`config.mk`:
```
export PLATFORM = sky130hd
export DESIGN_NAME = exc_seq_unit
export DESIGN_NICKNAME = d
export VERILOG_FILES = /design/src/rtl/exc_seq_pkg.sv /design/src/rtl/exc_decide.sv /design/src/rtl/exc_vec_sel.sv /design/src/rtl/exc_bank.sv /design/src/rtl/exc_seq_unit.sv
export SDC_FILE = /design/constraint.sdc
export NUM_CORES = 1
export LEC_CHECK = 0
export ABC_AREA = 1
export BUFFER_PORTS_ARGS = -buffer_cell sky130_fd_sc_hd__buf_2
export CORE_MARGIN = 2
export CORE_UTILIZATION = 40
export DETAILED_ROUTE_END_ITERATION = 10
export PLACE_DENSITY = 0.68
export SLEW_MARGIN = 25
export SYNTH_ARGS = -nofsm -noshare
export SYNTH_HDL_FRONTEND = slang
export SYNTH_SLANG_ARGS = --single-unit
```
`constraint.sdc`:
```
create_clock -name clk -period 1.8 [get_ports clk]
set_input_delay 0.09 -clock clk [delete_from_list [all_inputs] [get_ports clk]]
set_output_delay 0.09 -clock clk [all_outputs]
set_load 0.02 [all_outputs]
```
`src/rtl/exc_seq_pkg.sv`:
```
package exc_seq_pkg;

    typedef struct packed {
        logic       d;
        logic       a;
        logic       i;
        logic       f;
        logic [1:0] el;
        logic       spsel;
    } pstate_t;

    typedef enum logic [1:0] {
        ACT_HOLD   = 2'd0,
        ACT_ENTER  = 2'd1,
        ACT_RETURN = 2'd2
    } act_e;

    typedef enum logic {
        FR_EMPTY = 1'b0,
        FR_LIVE  = 1'b1
    } frame_e;

    localparam int PS_W = $bits(pstate_t);

    localparam pstate_t ENTRY_PS = '{d: 1'b1, a: 1'b1, i: 1'b1, f: 1'b1,
                                     el: 2'b01, spsel: 1'b1};

endpackage

```
`src/rtl/exc_decide.sv`:
```
module exc_decide
    import exc_seq_pkg::*;
(
    input  logic irq_lvl,
    input  logic eret_req,
    input  logic i_mask,
    output act_e act
);
    // Return has priority over a same-cycle interrupt.
    always_comb begin
        if (eret_req)
            act = ACT_RETURN;
        else if (irq_lvl && !i_mask)
            act = ACT_ENTER;
        else
            act = ACT_HOLD;
    end

    always_comb begin
        assert (!(eret_req && act == ACT_ENTER)); // p_eret_first_r9
    end
endmodule

```
`src/rtl/exc_vec_sel.sv`:
```
module exc_vec_sel #(
    parameter int PC_W          = 64,
    parameter int OFF_LOWER     = 'h480,
    parameter int OFF_CUR_SPX   = 'h280,
    parameter int OFF_CUR_SP0   = 'h080
) (
    input  logic [PC_W-1:0] vbar,
    input  logic [1:0]      src_el,
    input  logic            src_spsel,
    output logic [PC_W-1:0] vec_pc
);
    localparam logic [PC_W-1:0] L_LOWER = PC_W'(OFF_LOWER);
    localparam logic [PC_W-1:0] L_SPX   = PC_W'(OFF_CUR_SPX);
    localparam logic [PC_W-1:0] L_SP0   = PC_W'(OFF_CUR_SP0);

    logic [PC_W-1:0] off;

    always_comb begin
        if (src_el == 2'b00)
            off = L_LOWER;
        else if (src_spsel)
            off = L_SPX;
        else
            off = L_SP0;
        vec_pc = vbar + off;
    end
endmodule

```
`src/rtl/exc_bank.sv`:
```
module exc_bank
    import exc_seq_pkg::*;
#(
    parameter int              PC_W    = 64,
    parameter int              ESR_W   = 32,
    parameter logic [ESR_W-1:0] SYN_IRQ = ESR_W'(1)
) (
    input  logic             clk,
    input  logic             rst_n,
    input  act_e             act,
    input  logic [PC_W-1:0]  cur_pc,
    input  logic [PS_W-1:0]  cur_pstate,
    output logic [PC_W-1:0]  elr_q,
    output logic [PS_W-1:0]  spsr_q,
    output logic [ESR_W-1:0] esr_q,
    output logic             frame_live
);
    frame_e state_q, state_d;

    // Frame state register
    always_ff @(posedge clk) begin
        if (!rst_n)
            state_q <= FR_EMPTY;
        else
            state_q <= state_d;
    end

    always_comb begin
        state_d = state_q;
        unique case (state_q)
            FR_EMPTY: if (act == ACT_ENTER)  state_d = FR_LIVE;
            FR_LIVE:  if (act == ACT_RETURN) state_d = FR_EMPTY;
            default:  state_d = FR_EMPTY;
        endcase
    end

    // Banked registers
    always_ff @(posedge clk) begin
        if (!rst_n) begin
            elr_q  <= '0;
            spsr_q <= '0;
            esr_q  <= '0;
        end else if (act == ACT_ENTER) begin
            elr_q  <= cur_pc;
            spsr_q <= cur_pstate;
            esr_q  <= SYN_IRQ;
        end
    end

    always_comb frame_live = (state_q == FR_LIVE);

    p_bank_pc_r4: assert property (@(posedge clk) disable iff (!rst_n)
        act == ACT_ENTER |=> elr_q == $past(cur_pc));
    p_bank_ps_r5: assert property (@(posedge clk) disable iff (!rst_n)
        act == ACT_ENTER |=> spsr_q == $past(cur_pstate));
    p_ret_keeps_r8: assert property (@(posedge clk) disable iff (!rst_n)
        act == ACT_RETURN |=> $stable(elr_q) && $stable(spsr_q));
    p_live_set_r11: assert property (@(posedge clk) disable iff (!rst_n)
        act == ACT_ENTER |=> frame_live);
    p_live_clr_r11: assert property (@(posedge clk) disable iff (!rst_n)
        act == ACT_RETURN |=> !frame_live);
    p_syn_r10: assert property (@(posedge clk) disable iff (!rst_n)
        act == ACT_ENTER |=> esr_q == SYN_IRQ);
endmodule

```
`src/rtl/exc_seq_unit.sv`:
```
module exc_seq_unit
    import exc_seq_pkg::*;
#(
    parameter int PC_W  = 64,
    parameter int ESR_W = 32
) (
    input  logic             clk,
    input  logic             rst_n,
    input  logic             irq_lvl,
    input  logic             eret_req,
    input  logic [PC_W-1:0]  cur_pc,
    input  logic [6:0]       cur_pstate,
    input  logic [PC_W-1:0]  vbar,
    output logic [PC_W-1:0]  next_pc,
    output logic [6:0]       next_pstate,
    output logic             take_irq,
    output logic [PC_W-1:0]  elr_q,
    output logic [6:0]       spsr_q,
    output logic [ESR_W-1:0] esr_q,
    output logic             frame_live
);
    pstate_t         ps;
    act_e            act;
    logic [PC_W-1:0] vec_pc;

    always_comb ps = pstate_t'(cur_pstate);

    exc_decide u_decide (
        .irq_lvl  (irq_lvl),
        .eret_req (eret_req),
        .i_mask   (ps.i),
        .act      (act)
    );

    exc_vec_sel #(.PC_W(PC_W)) u_vec (
        .vbar      (vbar),
        .src_el    (ps.el),
        .src_spsel (ps.spsel),
        .vec_pc    (vec_pc)
    );

    exc_bank #(.PC_W(PC_W), .ESR_W(ESR_W)) u_bank (
        .clk        (clk),
        .rst_n      (rst_n),
        .act        (act),
        .cur_pc     (cur_pc),
        .cur_pstate (cur_pstate),
        .elr_q      (elr_q),
        .spsr_q     (spsr_q),
        .esr_q      (esr_q),
        .frame_live (frame_live)
    );

    // Output selection
    always_comb begin
        take_irq = 1'b0;
        unique case (act)
            ACT_ENTER: begin
                take_irq    = 1'b1;
                next_pc     = vec_pc;
                next_pstate = ENTRY_PS;
            end
            ACT_RETURN: begin
                next_pc     = elr_q;
                next_pstate = spsr_q;
            end
            default: begin
                next_pc     = cur_pc;
                next_pstate = cur_pstate;
            end
        endcase
    end

    p_masked_r2: assert property (@(posedge clk) disable iff (!rst_n)
        cur_pstate[4] |-> !take_irq);
    p_entry_masks_r3: assert property (@(posedge clk) disable iff (!rst_n)
        take_irq |-> next_pstate[6:3] == 4'hF && next_pstate[2:1] == 2'b01);
    p_ret_pc_r8: assert property (@(posedge clk) disable iff (!rst_n)
        eret_req |-> next_pc == elr_q && !take_irq);
endmodule

```
==> impl_results.md <==
* Syn_area_per_cell at 5.80 um2
* Layout Cells excl Fill at 1,584
* Number of global-route vias before repair at 7,686
* Arrival time at the worst endpoint at 1.85 ns
* Reg-to-reg endpoint: u_bank.elr_q[39]$_SDFFE_PN0P_
* Core Region at 0.0146 mm2
* Final core utilization at 64.3%
* Leak at 0.00464 uW
* Die Ht at 127 um
* DRC at 0
* Run status: complete, but fails checks
* Die area at 0.0160 mm2
* Mapped Area at 0.00602 mm2
* Buffers on Ports at 283
* Root buffer cell: clkbuf_16
* RSZ-0062 raised after global routing: yes
* Initial antenna violation count at 2
* Netlist cell types at 39
* Most frequent cells in the layout: buf_2, nand2_1, inv_1
* Post-synth EDFFs at 0
* Initial drt markers at 636
* Pins over their slew limit at 0
* Worst vdd ir at 0.000509 V
* Worst-skew pair later-pin latency at 0.34 ns
* Clock Pin Slew Worst Setup and Hold Paths at 0.06 ns
* Std cell rows at 44
* Num CTS Buffers at 9
* GRT Resource Usage Total at 31.0%
* Asr flop ratio synth at 0%
* Reg2Reg Depth at 2
* Cell Pwr Density at 596 mW/mm2
* Via-per-instance ratio at 5.24
* HPWL Detailed at 20,200 um
* Post-synthesis sequential area ratio at 24.3%
* Area grow syn2layout at 55.9%
* CTS tree: yes
* Failing checks: negative setup slack
* #FFs+latches synth at 73
* Die W at 127 um
* Final worst setup slack at -0.138 ns
* Start point of the critical path: cur_pstate[1]
* I/O pin count at 315
* CTS Sinks at 73
* Reg2Reg Setup Slack at 1.08 ns
* Final antenna-violating net count at 0
* M1 GR Usage at 39.3%
* Post-Synthesis Cells at 1,038
* Post-Route WL at 26,400 um
* Initial Util at 41.2%
* First-pass GRT wire length at 39,800 um
* Fin nets at 1,534
* Top_reg_cell synth: dfxtp_1
* Skew final at 0 ns
* Critical path capture point type: primary output
* Worst hold path type: in -> reg
* DR vias at 8,304
* Tcrit/Tclk final at 108%
* Met3 usage at 6.20%
* Achievable Freq at 516 MHz
* WHS at 0.0162 ns
* Total congestion overflow at 0
* Cells after DPL at 1,537
* Critical path endpoint: next_pc[29]
* H-tree depth at 3
* Path type of the worst setup path: in -> out
* Most common cell after layout, fill and taps aside: buf_2
* Crit-path max FO at 6
* Fin crit period at 1.94 ns
* Routed WL per cell at 16.6 um
* Max cap viols at 0
* Final setup fails at 43
* GP Congestion at 0.983
* Met2 usage at 52.6%
* Final Hold Viols at 0
* RR Startpoint: u_bank.elr_q[39]$_SDFFE_PN0P_
* Gr busiest metal: met2
* Required @ worst endpoint at 1.71 ns
* Largest net degree at the start of global routing at 56
* CTS max path bufs at 2
* Layout cells sized above 1 at 36.8%
* CP Launch Type: primary input
* Warnings from Yosys at 0
* Router iterations before antenna repair at 5
==> metal layers <==
layer  part of all wire, %  vias to the layer above
met4                   3.5                        0
met1                    41                     3799
met3                   8.3                       63
met2                    47                      398
li1                      -                     4044
met5                     0                        -
==> metrics by stage <==
| stage | cell area [um2] | TNS [ns] | power, uW | setup WS [ns] |
|---|---|---|---|---|
| after floorplan | 6130 | 0 | 2700 | 0.0425 |
| after global placement | 8020 | -11.07 | 3330 | -0.365 |
| after detailed placement | 8020 | -11.71 | 3340 | -0.368 |
| after CTS | 8960 | -3.97 | 5490 | -0.160 |
| after global routing | 9380 | -8.26 | 5820 | -0.260 |
| final | 9380 | -3.24 | 5590 | -0.138 |
==> worst min path at each step <==
stage | from | to | slack [ns] | cells past startpoint
floorplan | cur_pc[17] | u_bank.elr_q[17]$_SDFFE_PN0P_ | 0.22 | 2
global placement | cur_pstate[5] | u_bank.spsr_q[5]$_SDFFE_PN0P_ | 0.33 | 3
detailed placement | cur_pc[61] | u_bank.elr_q[61]$_SDFFE_PN0P_ | 0.34 | 3
CTS | cur_pc[28] | u_bank.elr_q[28]$_SDFFE_PN0P_ | 0.008 | 3
global route | cur_pc[28] | u_bank.elr_q[28]$_SDFFE_PN0P_ | 0.04 | 3
finish | cur_pc[28] | u_bank.elr_q[28]$_SDFFE_PN0P_ | 0.02 | 3
==> timing repair <==
action	4_1_cts	5_1_grt
hold buffers	21	0
setup buffers	3	6
pin swaps	33	55
endpoints found under the hold margin	21	0
resized for setup	112	90
endpoints found under the setup margin	52	53
==> layout make-up <==
class                      instances  area (um2)
inverter                         146         558
multi-input combinational        773        4200
clock buffer                      10         239
clock inverter                     6        90.1
tap                              184         230
sequential                        73        1460
timing repair buffer             390        2600
antenna                            2        5.00
fill                            1434        5210
==> sequential cells by signal, summed over array words and instances, names as in the netlist <==
name	count
u_bank.frame_live	1
u_bank.elr_q	64
u_bank.spsr_q	7
u_bank.esr_q	1
==> cells by family after synthesis <==
family / Yosys count / synth area share, %
simple gates: 530 / 39.2
buf+inv: 222 / 16.0
compound gates: 208 / 19.7
flops: 73 / 24.3
xor+xnor: 2 / 0.291
fa+ha+maj: 2 / 0.416
other cells: 1 / 0.0623
==> worst max-delay path, cell delays in order <==
cell      delay [ns]
buf_8           0.10
nor2_4          0.13
nor2_4          0.06
ha_4            0.27
nand2_2         0.06
nand2_2         0.07
nand2_2         0.06
nand2_4         0.12
nand3_2         0.09
buf_4           0.16
buf_4           0.13
o21ai_1         0.11
nand3_1         0.10
o211ai_1        0.12
buf_4           0.17
==> cells in the mapped netlist, types with 2 or more instances <==
cell type | count | area share (%)
nand3b_1 | 2 | 0.25
nand3_1 | 102 | 8.5
buf_2 | 10 | 0.83
o21ai_0 | 92 | 7.7
o211ai_1 | 23 | 2.9
dfxtp_1 | 73 | 24
nand2_1 | 234 | 15
nor3_1 | 17 | 1.4
o22ai_1 | 5 | 0.52
o21ai_1 | 5 | 0.42
ha_1 | 2 | 0.42
or2_2 | 2 | 0.21
nor2_1 | 114 | 7.1
nand4_1 | 26 | 2.7
nand3_2 | 4 | 0.67
o21bai_1 | 18 | 2.2
a21oi_1 | 55 | 4.6
xor2_1 | 2 | 0.29
o221ai_1 | 6 | 0.87
nor2_4 | 2 | 0.37
buf_4 | 31 | 3.9
inv_1 | 133 | 8.3
clkbuf_1 | 35 | 2.2
nand2_2 | 4 | 0.42
nor3_2 | 8 | 1.3
inv_2 | 12 | 0.75
nor2_2 | 9 | 0.94
==> where the power goes <==
part,leakage [uW],switching [uW],internal (uW)
Clock,0.000159,780,1260
Sequential,0.000597,48.3,1700
Combinational,0.00388,1110,694
No activity file was read; power rests on OpenSTA's default activity.
